--- src/rtl/tcmp_pkg.sv ---
package tcmp_pkg;
   localparam int unsigned MODE_W    = 4;
   localparam int unsigned CTRL_W    = 8;
   localparam int unsigned FLAG_BIT  = 7;

   localparam logic [MODE_W-1:0] MODE_OFF    = 4'h0;
   localparam logic [MODE_W-1:0] MODE_TOGGLE = 4'h5;
   localparam logic [MODE_W-1:0] MODE_PULSE  = 4'hF;

   // control/status register image, bit 7 down to bit 0
   typedef struct packed {
      logic              flag;
      logic              irq_en;
      logic [MODE_W-1:0] mode;
      logic              rsvd;
      logic              dma_en;
   } ctrl_t;
endpackage

--- src/rtl/tcmp_cmp_buf.sv ---
module tcmp_cmp_buf #(
   parameter int unsigned CNT_W      = 32,
   parameter bit          DOUBLE_BUF = 1'b1
) (
   input  logic             clk,
   input  logic             rst_n,
   input  logic [CNT_W-1:0] cnt_i,
   input  logic             en_i,
   input  logic             clr_i,
   input  logic             wr_i,
   input  logic [CNT_W-1:0] wr_val_i,
   output logic             hit_o,
   output logic [CNT_W-1:0] active_o
);
   logic [CNT_W-1:0] act_q;
   logic             act_vld_q;

   assign hit_o    = en_i && act_vld_q && (cnt_i == act_q);
   assign active_o = act_q;

   generate
      if (DOUBLE_BUF) begin : g_double
         logic [CNT_W-1:0] hold_q;
         logic             hold_vld_q;

         always_ff @(posedge clk) begin
            if (!rst_n) begin
               act_q      <= '0;
               act_vld_q  <= 1'b0;
               hold_q     <= '0;
               hold_vld_q <= 1'b0;
            end else if (clr_i) begin
               act_vld_q  <= 1'b0;
               hold_vld_q <= 1'b0;
            end else begin
               if (hit_o) begin
                  if (hold_vld_q) begin
                     act_q      <= hold_q;
                     hold_vld_q <= 1'b0;
                  end else begin
                     act_vld_q  <= 1'b0;
                  end
               end
               if (wr_i) begin
                  if (!act_vld_q || (hit_o && !hold_vld_q)) begin
                     act_q     <= wr_val_i;
                     act_vld_q <= 1'b1;
                  end else begin
                     hold_q     <= wr_val_i;
                     hold_vld_q <= 1'b1;
                  end
               end
            end
         end

         // held value is promoted at a match
         p_promote_r10: assert property (@(posedge clk) disable iff (!rst_n)
            (hit_o && hold_vld_q && !wr_i && !clr_i) |=> (act_vld_q && act_q == $past(hold_q) && !hold_vld_q));
         // disable empties both slots
         p_clear_both_r12: assert property (@(posedge clk) disable iff (!rst_n)
            clr_i |=> (!act_vld_q && !hold_vld_q));
         // a match with an empty holding slot disarms
         p_disarm_r11: assert property (@(posedge clk) disable iff (!rst_n)
            (hit_o && !hold_vld_q && !wr_i && !clr_i) |=> !act_vld_q);
      end else begin : g_single
         always_ff @(posedge clk) begin
            if (!rst_n) begin
               act_q     <= '0;
               act_vld_q <= 1'b0;
            end else if (clr_i) begin
               act_vld_q <= 1'b0;
            end else if (wr_i) begin
               act_q     <= wr_val_i;
               act_vld_q <= 1'b1;
            end else if (hit_o) begin
               act_vld_q <= 1'b0;
            end
         end
      end
   endgenerate

   // a write to an idle slot arms it at once
   p_first_load_r9: assert property (@(posedge clk) disable iff (!rst_n)
      (wr_i && !clr_i && !act_vld_q) |=> (act_vld_q && act_q == $past(wr_val_i)));
endmodule

--- src/rtl/tcmp_pin_gen.sv ---
module tcmp_pin_gen
   import tcmp_pkg::*;
(
   input  logic              clk,
   input  logic              rst_n,
   input  logic [MODE_W-1:0] mode_i,
   input  logic              hit_i,
   output logic              pin_o
);
   logic pin_q;

   always_ff @(posedge clk) begin
      if (!rst_n) begin
         pin_q <= 1'b0;
      end else begin
         unique case (mode_i)
            MODE_TOGGLE: pin_q <= hit_i ? ~pin_q : pin_q;
            MODE_PULSE:  pin_q <= hit_i;
            default:     pin_q <= 1'b0;
         endcase
      end
   end

   assign pin_o = pin_q;

   // pulse mode pin mirrors exactly the previous cycle's match
   p_pulse_one_r7: assert property (@(posedge clk) disable iff (!rst_n)
      ($past(mode_i) == MODE_PULSE) |-> (pin_q == $past(hit_i)));
   // toggle mode holds without a match
   p_toggle_hold_r6: assert property (@(posedge clk) disable iff (!rst_n)
      ($past(mode_i) == MODE_TOGGLE && !$past(hit_i)) |-> (pin_q == $past(pin_q)));
   // other modes keep the pin low
   p_other_low_r8: assert property (@(posedge clk) disable iff (!rst_n)
      ($past(mode_i) != MODE_TOGGLE && $past(mode_i) != MODE_PULSE) |-> !pin_q);
endmodule

--- src/rtl/tcmp_chan.sv ---
module tcmp_chan
   import tcmp_pkg::*;
#(
   parameter int unsigned CNT_W      = 32,
   parameter bit          DOUBLE_BUF = 1'b1
) (
   input  logic             clk,
   input  logic             rst_n,
   input  logic [CNT_W-1:0] cnt_i,
   input  logic             wr_ctrl_i,
   input  logic             wr_cmp_i,
   input  ctrl_t            ctrl_wr_i,
   input  logic [CNT_W-1:0] cmp_wr_i,
   output ctrl_t            ctrl_o,
   output logic [CNT_W-1:0] active_o,
   output logic             pin_o,
   output logic             irq_o,
   output logic             dma_o,
   output logic             flag_o
);
   logic              dma_en_q;
   logic              irq_en_q;
   logic [MODE_W-1:0] mode_q;
   logic              flag_q;
   logic              hit;
   logic              dis_req;
   logic              unused_rsvd;

   assign unused_rsvd = ctrl_wr_i.rsvd;
   assign dis_req     = wr_ctrl_i && (ctrl_wr_i.mode == MODE_OFF);

   always_ff @(posedge clk) begin
      if (!rst_n) begin
         dma_en_q <= 1'b0;
         irq_en_q <= 1'b0;
         mode_q   <= MODE_OFF;
         flag_q   <= 1'b0;
      end else begin
         if (wr_ctrl_i) begin
            dma_en_q <= ctrl_wr_i.dma_en;
            irq_en_q <= ctrl_wr_i.irq_en;
            mode_q   <= ctrl_wr_i.mode;
         end
         if (hit)
            flag_q <= 1'b1;
         else if (wr_ctrl_i && ctrl_wr_i.flag)
            flag_q <= 1'b0;
      end
   end

   tcmp_cmp_buf #(.CNT_W(CNT_W), .DOUBLE_BUF(DOUBLE_BUF)) i_cmp (
      .clk      (clk),
      .rst_n    (rst_n),
      .cnt_i    (cnt_i),
      .en_i     (mode_q != MODE_OFF),
      .clr_i    (dis_req),
      .wr_i     (wr_cmp_i),
      .wr_val_i (cmp_wr_i),
      .hit_o    (hit),
      .active_o (active_o)
   );

   tcmp_pin_gen i_pin (
      .clk    (clk),
      .rst_n  (rst_n),
      .mode_i (mode_q),
      .hit_i  (hit),
      .pin_o  (pin_o)
   );

   always_comb begin
      ctrl_o        = '0;
      ctrl_o.flag   = flag_q;
      ctrl_o.irq_en = irq_en_q;
      ctrl_o.mode   = mode_q;
      ctrl_o.dma_en = dma_en_q;
   end

   assign irq_o  = flag_q & irq_en_q;
   assign dma_o  = flag_q & dma_en_q;
   assign flag_o = flag_q;

   // the flag only rises after a match
   p_flag_cause_r3: assert property (@(posedge clk) disable iff (!rst_n)
      $rose(flag_q) |-> $past(hit));
   // write-one clears when no match competes
   p_w1c_r4: assert property (@(posedge clk) disable iff (!rst_n)
      (wr_ctrl_i && ctrl_wr_i.flag && !hit) |=> !flag_q);
   // without a clearing write the flag stays set
   p_flag_hold_r4: assert property (@(posedge clk) disable iff (!rst_n)
      (flag_q && !(wr_ctrl_i && ctrl_wr_i.flag)) |=> flag_q);
endmodule

--- src/rtl/tcmp_unit.sv ---
module tcmp_unit
   import tcmp_pkg::*;
#(
   parameter int unsigned NCH        = 4,
   parameter int unsigned CNT_W      = 32,
   parameter int unsigned DATA_W     = 32,
   parameter bit          DOUBLE_BUF = 1'b1,
   localparam int unsigned CH_W      = $clog2(NCH),
   localparam int unsigned ADDR_W    = CH_W + 1
) (
   input  logic              clk,
   input  logic              rst_n,
   input  logic [CNT_W-1:0]  cnt_i,
   input  logic              wr_en,
   input  logic [ADDR_W-1:0] wr_addr,
   input  logic [DATA_W-1:0] wr_data,
   input  logic [ADDR_W-1:0] rd_addr,
   output logic [DATA_W-1:0] rd_data,
   output logic [NCH-1:0]    evt_pin,
   output logic [NCH-1:0]    irq,
   output logic [NCH-1:0]    dma_req,
   output logic [NCH-1:0]    flag_sum
);
   generate
      if (NCH < 2) begin : g_bad_nch
         $error("tcmp_unit: NCH must be at least 2");
      end
      if (CNT_W > DATA_W || DATA_W < CTRL_W) begin : g_bad_width
         $error("tcmp_unit: CNT_W must fit in DATA_W and DATA_W must hold the control register");
      end
   endgenerate

   ctrl_t            ctrl_arr [NCH];
   logic [CNT_W-1:0] act_arr  [NCH];
   ctrl_t            ctrl_wr;

   assign ctrl_wr = ctrl_t'(wr_data[CTRL_W-1:0]);

   for (genvar i = 0; i < NCH; i++) begin : g_ch
      logic sel;
      assign sel = wr_en && (wr_addr[ADDR_W-1:1] == CH_W'(i));

      tcmp_chan #(.CNT_W(CNT_W), .DOUBLE_BUF(DOUBLE_BUF)) i_chan (
         .clk       (clk),
         .rst_n     (rst_n),
         .cnt_i     (cnt_i),
         .wr_ctrl_i (sel && !wr_addr[0]),
         .wr_cmp_i  (sel && wr_addr[0]),
         .ctrl_wr_i (ctrl_wr),
         .cmp_wr_i  (wr_data[CNT_W-1:0]),
         .ctrl_o    (ctrl_arr[i]),
         .active_o  (act_arr[i]),
         .pin_o     (evt_pin[i]),
         .irq_o     (irq[i]),
         .dma_o     (dma_req[i]),
         .flag_o    (flag_sum[i])
      );

      // requests never appear without the flag
      p_req_needs_flag_r5: assert property (@(posedge clk) disable iff (!rst_n)
         (irq[i] || dma_req[i]) |-> flag_sum[i]);
      // a channel not addressed keeps a clear flag clear unless it matched
      p_isolated_r13: assert property (@(posedge clk) disable iff (!rst_n)
         (!flag_sum[i] && !(ctrl_arr[i].mode != MODE_OFF && cnt_i == act_arr[i])) |=> !flag_sum[i]);
   end

   always_comb begin
      rd_data = '0;
      for (int i = 0; i < NCH; i++) begin
         if (rd_addr[ADDR_W-1:1] == CH_W'(i)) begin
            rd_data = rd_addr[0] ? DATA_W'(act_arr[i])
                                 : DATA_W'(ctrl_arr[i]);
         end
      end
   end
endmodule

--- config.mk ---
export PLATFORM = sky130hd
export DESIGN_NAME = tcmp_unit
export DESIGN_NICKNAME = d
export VERILOG_FILES = /design/src/rtl/tcmp_pkg.sv /design/src/rtl/tcmp_cmp_buf.sv /design/src/rtl/tcmp_pin_gen.sv /design/src/rtl/tcmp_chan.sv /design/src/rtl/tcmp_unit.sv
export SDC_FILE = /design/constraint.sdc
export NUM_CORES = 1
export LEC_CHECK = 0
export BUFFER_PORTS_ARGS = -buffer_cell sky130_fd_sc_hd__buf_2
export CELL_PAD_IN_SITES_DETAIL_PLACEMENT = 1
export CELL_PAD_IN_SITES_GLOBAL_PLACEMENT = 1
export CORE_MARGIN = 1
export CORE_UTILIZATION = 47
export CTS_CLUSTER_DIAMETER = 40
export DETAILED_ROUTE_END_ITERATION = 10
export HOLD_SLACK_MARGIN = 0.05
export PLACE_DENSITY_LB_ADDON = 0.1
export RECOVER_POWER = 25
export SLEW_MARGIN = 20
export SYNTH_ARGS = -nofsm -noshare
export SYNTH_HDL_FRONTEND = slang
export SYNTH_SLANG_ARGS = --single-unit
--- constraint.sdc ---
create_clock -name clk -period 3.4 [get_ports clk]
set_input_delay 0.68 -clock clk [delete_from_list [all_inputs] [get_ports clk]]
set_output_delay 0.68 -clock clk [all_outputs]
set_load 0.005 [all_outputs]
Yosys cells after proc, flatten, opt, wreduce, memory -nomap -nowiden:

Index checks and enable logic that the tools add are counted.

* eq/ne operators: 22
* multiplexer cells: 68
* bitwise logic cells: 21
* reduce and logical (&&, ||, !) cells: 64

Operators with widths (number)
* $mux 32: 24
* $eq 32x32->1: 4
* $mux 1: 40
* $logic_and 1x1->1: 32
* $eq 4x3->1 const B: 4
* $eq 4x4->1 const B: 4
* $reduce_bool 4->1: 4
* $not 1->1: 13
* $reduce_and 3->1: 4
* $logic_not 1->1: 9
* $and 1x1->1: 8
* $eq 2x2->1 const B: 4
* $ne 2x1->1 const B: 4
* $pmux 1 s2: 4
* $reduce_bool 2->1: 4
* $reduce_or 2->1: 4
* $eq 2x1->1 const B: 2
* $logic_not 2->1: 2
* $logic_not 4->1: 1
* $logic_or 1x1->1: 4

* register bits after elaboration: 296
* input bits: 73
* output and inout bits: 48
* logic and storage cells: 211

Longest topological paths before layout:

* depth after elaboration: 7
* depth in mapped cells: 8
* depth with buffers taken out: 6

Modules after synthesis:

From an unflattened synthesis, not the netlist that was laid out.

* cells, all modules: 1660
* area, all modules: 16006.6 um^2

Modules (own cells, without submodules)
* tcmp_cmp_buf: times used 4, cells each 352, area each 3304.4 um^2, sequential area each 1321.3 um^2
* tcmp_chan: times used 4, cells each 33, area each 326.6 um^2, sequential area each 140.1 um^2
* tcmp_unit: times used 1, cells each 96, area each 1282.5 um^2, sequential area each 0.0 um^2
* tcmp_pin_gen: times used 4, cells each 6, area each 50.0 um^2, sequential area each 20.0 um^2

Least setup slack after synthesis:

No wires, ideal clock.

* path kind: input to output
* start point: in rd_addr[2]
* end point: out rd_data[28]
* arrival: 2.197 ns
* required time: 2.720 ns
* path slack: 0.523 ns
* stages on the path: 4
* path buffers: 2
* cells stage by stage: clkbuf_1 -> clkbuf_1 -> mux4_2 -> and2_1

* cells in the longest elaborated chain, start to end: 5
* elaborated cells between the ends (all ways): 8
* those cells by class: 3 x eq/ne; 4 x mux; 1 x reduce/logical

RTL lines
* start: declaration: line tcmp_unit.sv:17 `input logic [ADDR_W-1:0] rd_addr,`
* $logic_not 2->1: line tcmp_unit.sv:70 `if (rd_addr[ADDR_W-1:1] == CH_W'(i)) begin`
* $mux 32 (3 in a row): line tcmp_unit.sv:70
* $mux 32 (*): line tcmp_unit.sv:70
* end: declaration: line tcmp_unit.sv:18 `output logic [DATA_W-1:0] rd_data,`

Every way passes the cells marked *; elsewhere a longest branch is shown, timed or not.

Final worst setup path:

* start point: reg g_ch[1].i_chan.i_cmp.act_q[7]
* end point: reg g_ch[1].i_chan.i_cmp.g_double.hold_q[24]

* cells in the longest elaborated chain, start to end: 6

RTL lines
* start: declaration: line tcmp_cmp_buf.sv:15 `logic [CNT_W-1:0] act_q;`
* start signal: assignment: line tcmp_cmp_buf.sv:38 `act_q <= hold_q;`
* start signal: assignment: line tcmp_cmp_buf.sv:46 `act_q <= wr_val_i;`
* $eq 32x32->1: line tcmp_cmp_buf.sv:18 `assign hit_o = en_i && act_vld_q && (cnt_i == act_q);`
* $logic_and 1x1->1: line tcmp_cmp_buf.sv:18
* $logic_and 1x1->1: line tcmp_cmp_buf.sv:45 `if (!act_vld_q || (hit_o && !hold_vld_q)) begin`
* $logic_or 1x1->1: line tcmp_cmp_buf.sv:45
* $not 1->1 (no line)
* $reduce_and 3->1 (no line)
* end signal: assignment: line tcmp_cmp_buf.sv:49 `hold_q <= wr_val_i;`
* end: declaration: line tcmp_cmp_buf.sv:23 `logic [CNT_W-1:0] hold_q;`

Every way passes these cells.
A chain may end at the register's enable or synchronous reset.

==> summary.txt <==
Outcome
  – Status: completed

Synth
  – Mapped cell area: around 17000 µm²
  – Yosys cell types: between 40 and 50
  – Top cell type's share of synthesized area: 0.351
  – Async S/R FF share, synth: 0
  – Largest area contributor in the netlist: dfxtp_1
  – Area contributors post-synth: dfxtp_1 (35%), mux2i_1 (7.7%), nand2_1 (6.8%)
  – Synthesized Nets: 2043
  – Top FF cell, synth: dfxtp_1
  – Sequential-to-total area share from yosys stat: 0.351
  – Cells after Synth: 1970
  – EDFF count, synth: 0
  – FF+latch count, synth: about 300
  – Syn Area/Cell: approximately 8.6 µm²
  – Ys Warns: 0

Drt
  – Avg WL per Cell: approximately 29 µm
  – Vias/cell: between 6 and 7
  – Via count: between 15k and 20k
  – DRC Markers: 0
  – Starting DRC count in detailed routing: roughly 1.4k
  – TritonRoute pass-1 iters: 5
  – Final wirelength: just over 70000 µm
  – Final ANT Viol Nets: 0

Finish
  – Reg area: between 5000 and 6000 µm²
  – Filler cell count: 4088
  – Layout Nets: roughly 2.1k
  – Most common cell after layout, fill and taps aside: nand2_1
  – Share of cells above drive strength 1: 0.172
  – Area occupied by multi-input gates: 10200 µm²
  – Commonest cells after routing, fill and taps aside: nand2_1 (307), dfxtp_1 (296), a21boi_0 (147), nand3_1 (142), o21ai_0 (140)
  – Area grow syn2layout: 18.7%
  – Design area: between 20000 and 25000 µm²
  – Final core utilization: 0.566

Global routing
  – Initial antenna violation count: 4
  – Vias in the first global route: about 17k
  – Grt total ovfl: 0
  – GRT Total Usage: 0.397
  – First-pass GRT wire length: between 100000 and 150000 µm
  – Largest net degree at the start of global routing: 86

Critical path
  – Worst-path fanout max: 22
  – Crit-path leading delay family: compound AO/OA/AOI/OAI gates
  – FF-to-FF path depth: 8
  – Critical path capture point type: register
  – Worst stage delay on the critical path: about 610 ps
  – FF-to-FF setup slack: approximately 220 ps
  – Crit path buffers/inverters: 2
  – WP data arrival: around 3700 ps
  – Startpoint Class: register
  – Reg-to-Reg Start: g_ch[1].i_chan.i_cmp.active_o[7]
  – Reg2reg end: g_ch[1].i_chan.i_cmp.g_double.hold_q[24]
  – Worst Setup SP: g_ch[1].i_chan.i_cmp.active_o[7]
  – Critical path type: register to register
  – Cell breakdown of the critical path: xor2_1 -> nor4_1 -> nand4_1 -> clkbuf_1 -> o41ai_1 -> clkbuf_2 -> o21ai_0 -> a21boi_0
  – WP data required: approximately 3900 ps
  – Crit-path slowest cell: clkbuf_2

CTS
  – Setup bufs post-CTS: 0
  – TritonCTS clock tree: done
  – Clock Sinks: approximately 300
  – Hold-fix buffers, CTS: 0
  – Deepest clock path buffer count: 3
  – Post_cts resized: 0
  – Htree depth: 2
  – Clk root buf: clkbuf_16
  – Worst-path clk slew: 60 ps
  – Clock Latency Late Sink: approximately 590 ps
  – Cts bufs inserted: 52

STA
  – Final max-slew violation count: 0
  – Post-route setup TNS: 0 ps
  – Slew @ Worst Pin: ~900 ps
  – Setup Skew: approximately 14 ps
  – Final Setup Violations: 0
  – Final period util: 0.934
  – Final hold vios: 0
  – Hold Slack: around 440 ps
  – Slew Limit Headroom: 0.392
  – RSZ-0062 raised after global routing: false
  – Final Critical Period: around 3200 ps
  – Fmax: 315 MHz

Min path
  – Worst hold endpoint: g_ch[0].i_chan.i_cmp.g_double.hold_q[10]
  – Hold Crit Class: input port to register
  – HP Start: wr_data[10]
  – Hold Path Cell Cnt: 3

Power
  – Pwr/cell area: slightly above 500 nW/µm²
  – LEAKAGE: ~0.0075 µW
  – VDD IR max: 0.426 mV
  – Pwr Total: between 10000 and 15000 µW

Floorplanning
  – # IOs: approximately 120
  – Die ar.: ~37000 µm²
  – Core area: 35400 µm²
  – Starting Density: 0.476
  – Width of the die: between 150 and 200 µm
  – Die Ht: around 190 µm
  – Placement Rows: 69

Run
  – Max Cap Viol: 0

Placed design
  – Placed inst area: between 15000 and 20000 µm²
  – Post-DP HPWL: slightly below 50000 µm
  – Number of buffers added on ports: 120
  – Routability congestion estimate: between 0.9 and 1
==> worst min-delay path, delay by kind of cell <==
kind / cells / cell delay (ps)
AO/OA/AOI/OAI: 1 / 70
buffers and inverters: 1 / 160
AND/OR/NAND/NOR: 1 / 80
==> layout make-up <==
cell class,count,area share
multi-input combinational,1461,0.512
sequential,296,0.296
clock buffer,64,0.0733
timing repair buffer,199,0.0674
tap,461,0.0288
clock inverter,31,0.0216
inverter,5,0.000938
antenna,2,0.000250
==> routing by layer <==
metal | routed length (µm) | up-vias | track usage | part of all wire
met2 | 32800 | 740 | 0.634 | 0.46
li1 | - | 7133 | - | -
met5 | 0 | - | 0 | 0
met4 | 3360 | 0 | 0.191 | 0.047
met3 | 5940 | 190 | 0.0729 | 0.082
met1 | 29900 | 8327 | 0.515 | 0.41
==> stage by stage <==
| stage | cells | setup WS (ps) |
|---|---|---|
| 6_report | 2519 | 224 |
| 5_1_grt | 2519 | 78.0 |
| 4_1_cts | 2517 | 349 |
| 3_5_place_dp | 2422 | -114 |
| 3_3_place_gp | 2422 | 37.9 |
| 2_1_floorplan | 1970 | 523 |
==> cell usage after synthesis (34+ instances only) <==
master      n
mux2i_1   129
buf_1      52
clkbuf_1  113
o31ai_1   112
nand2_1   307
o21bai_1  111
dfxtp_1   296
o21ai_0   140
xnor2_1    34
a21boi_0  147
mux4_2     39
nor4_1     37
xor2_1     94
nand3_1   145
and2_1     37
==> registers in the layout, indices dropped and copies added (netlist names) <==
register / flops
g_ch.i_chan.i_cmp.act_vld_q: 4
g_ch.i_chan.i_cmp.g_double.hold_vld_q: 4
g_ch.i_chan.i_pin.pin_o: 4
g_ch.i_chan.dma_en_q: 4
g_ch.i_chan.i_cmp.g_double.hold_q: 128
g_ch.i_chan.i_cmp.active_o: 128
g_ch.i_chan.irq_en_q: 4
g_ch.i_chan.mode_q: 16
g_ch.i_chan.flag_o: 4
==> worst max-delay path by stage <==
stage,slack (ps),cells after the start,endpoint
CTS,350,8,g_ch[2].i_chan.i_cmp.active_o[9]
global route,80,8,g_ch[1].i_chan.i_cmp.g_double.hold_q[24]
global placement,40,9,g_ch[2].i_chan.i_cmp.active_o[10]
finish,220,8,g_ch[1].i_chan.i_cmp.g_double.hold_q[24]
detailed placement,-110,9,g_ch[2].i_chan.i_cmp.active_o[9]
floorplan,520,4,rd_data[28]
==> power by group <==
| group | internal, µW | total (µW) | switching (µW) |
|---|---|---|---|
| Sequential | 3520 | 3580 | 61.9 |
| Clock | 3750 | 5730 | 1980 |
| Combinational | 272 | 877 | 605 |
| Total | 7540 | 10200 | 2640 |
==> logic make-up (layout without fill, tap and decap cells) <==
logic type | count (synthesis) | in the layout | share of synthesized area
DFF | 296 | 296 | 0.351
xor gates and xnor gates | 128 | 128 | 0.0665
buffers and inverters | 213 | 299 | 0.0530
muxes | 176 | 176 | 0.134
other | 0 | 2 | 0
AOI/OAI and AO/OA | 570 | 570 | 0.235
and+or+nand+nor | 587 | 587 | 0.161
(Power assumes the default switching activity.)
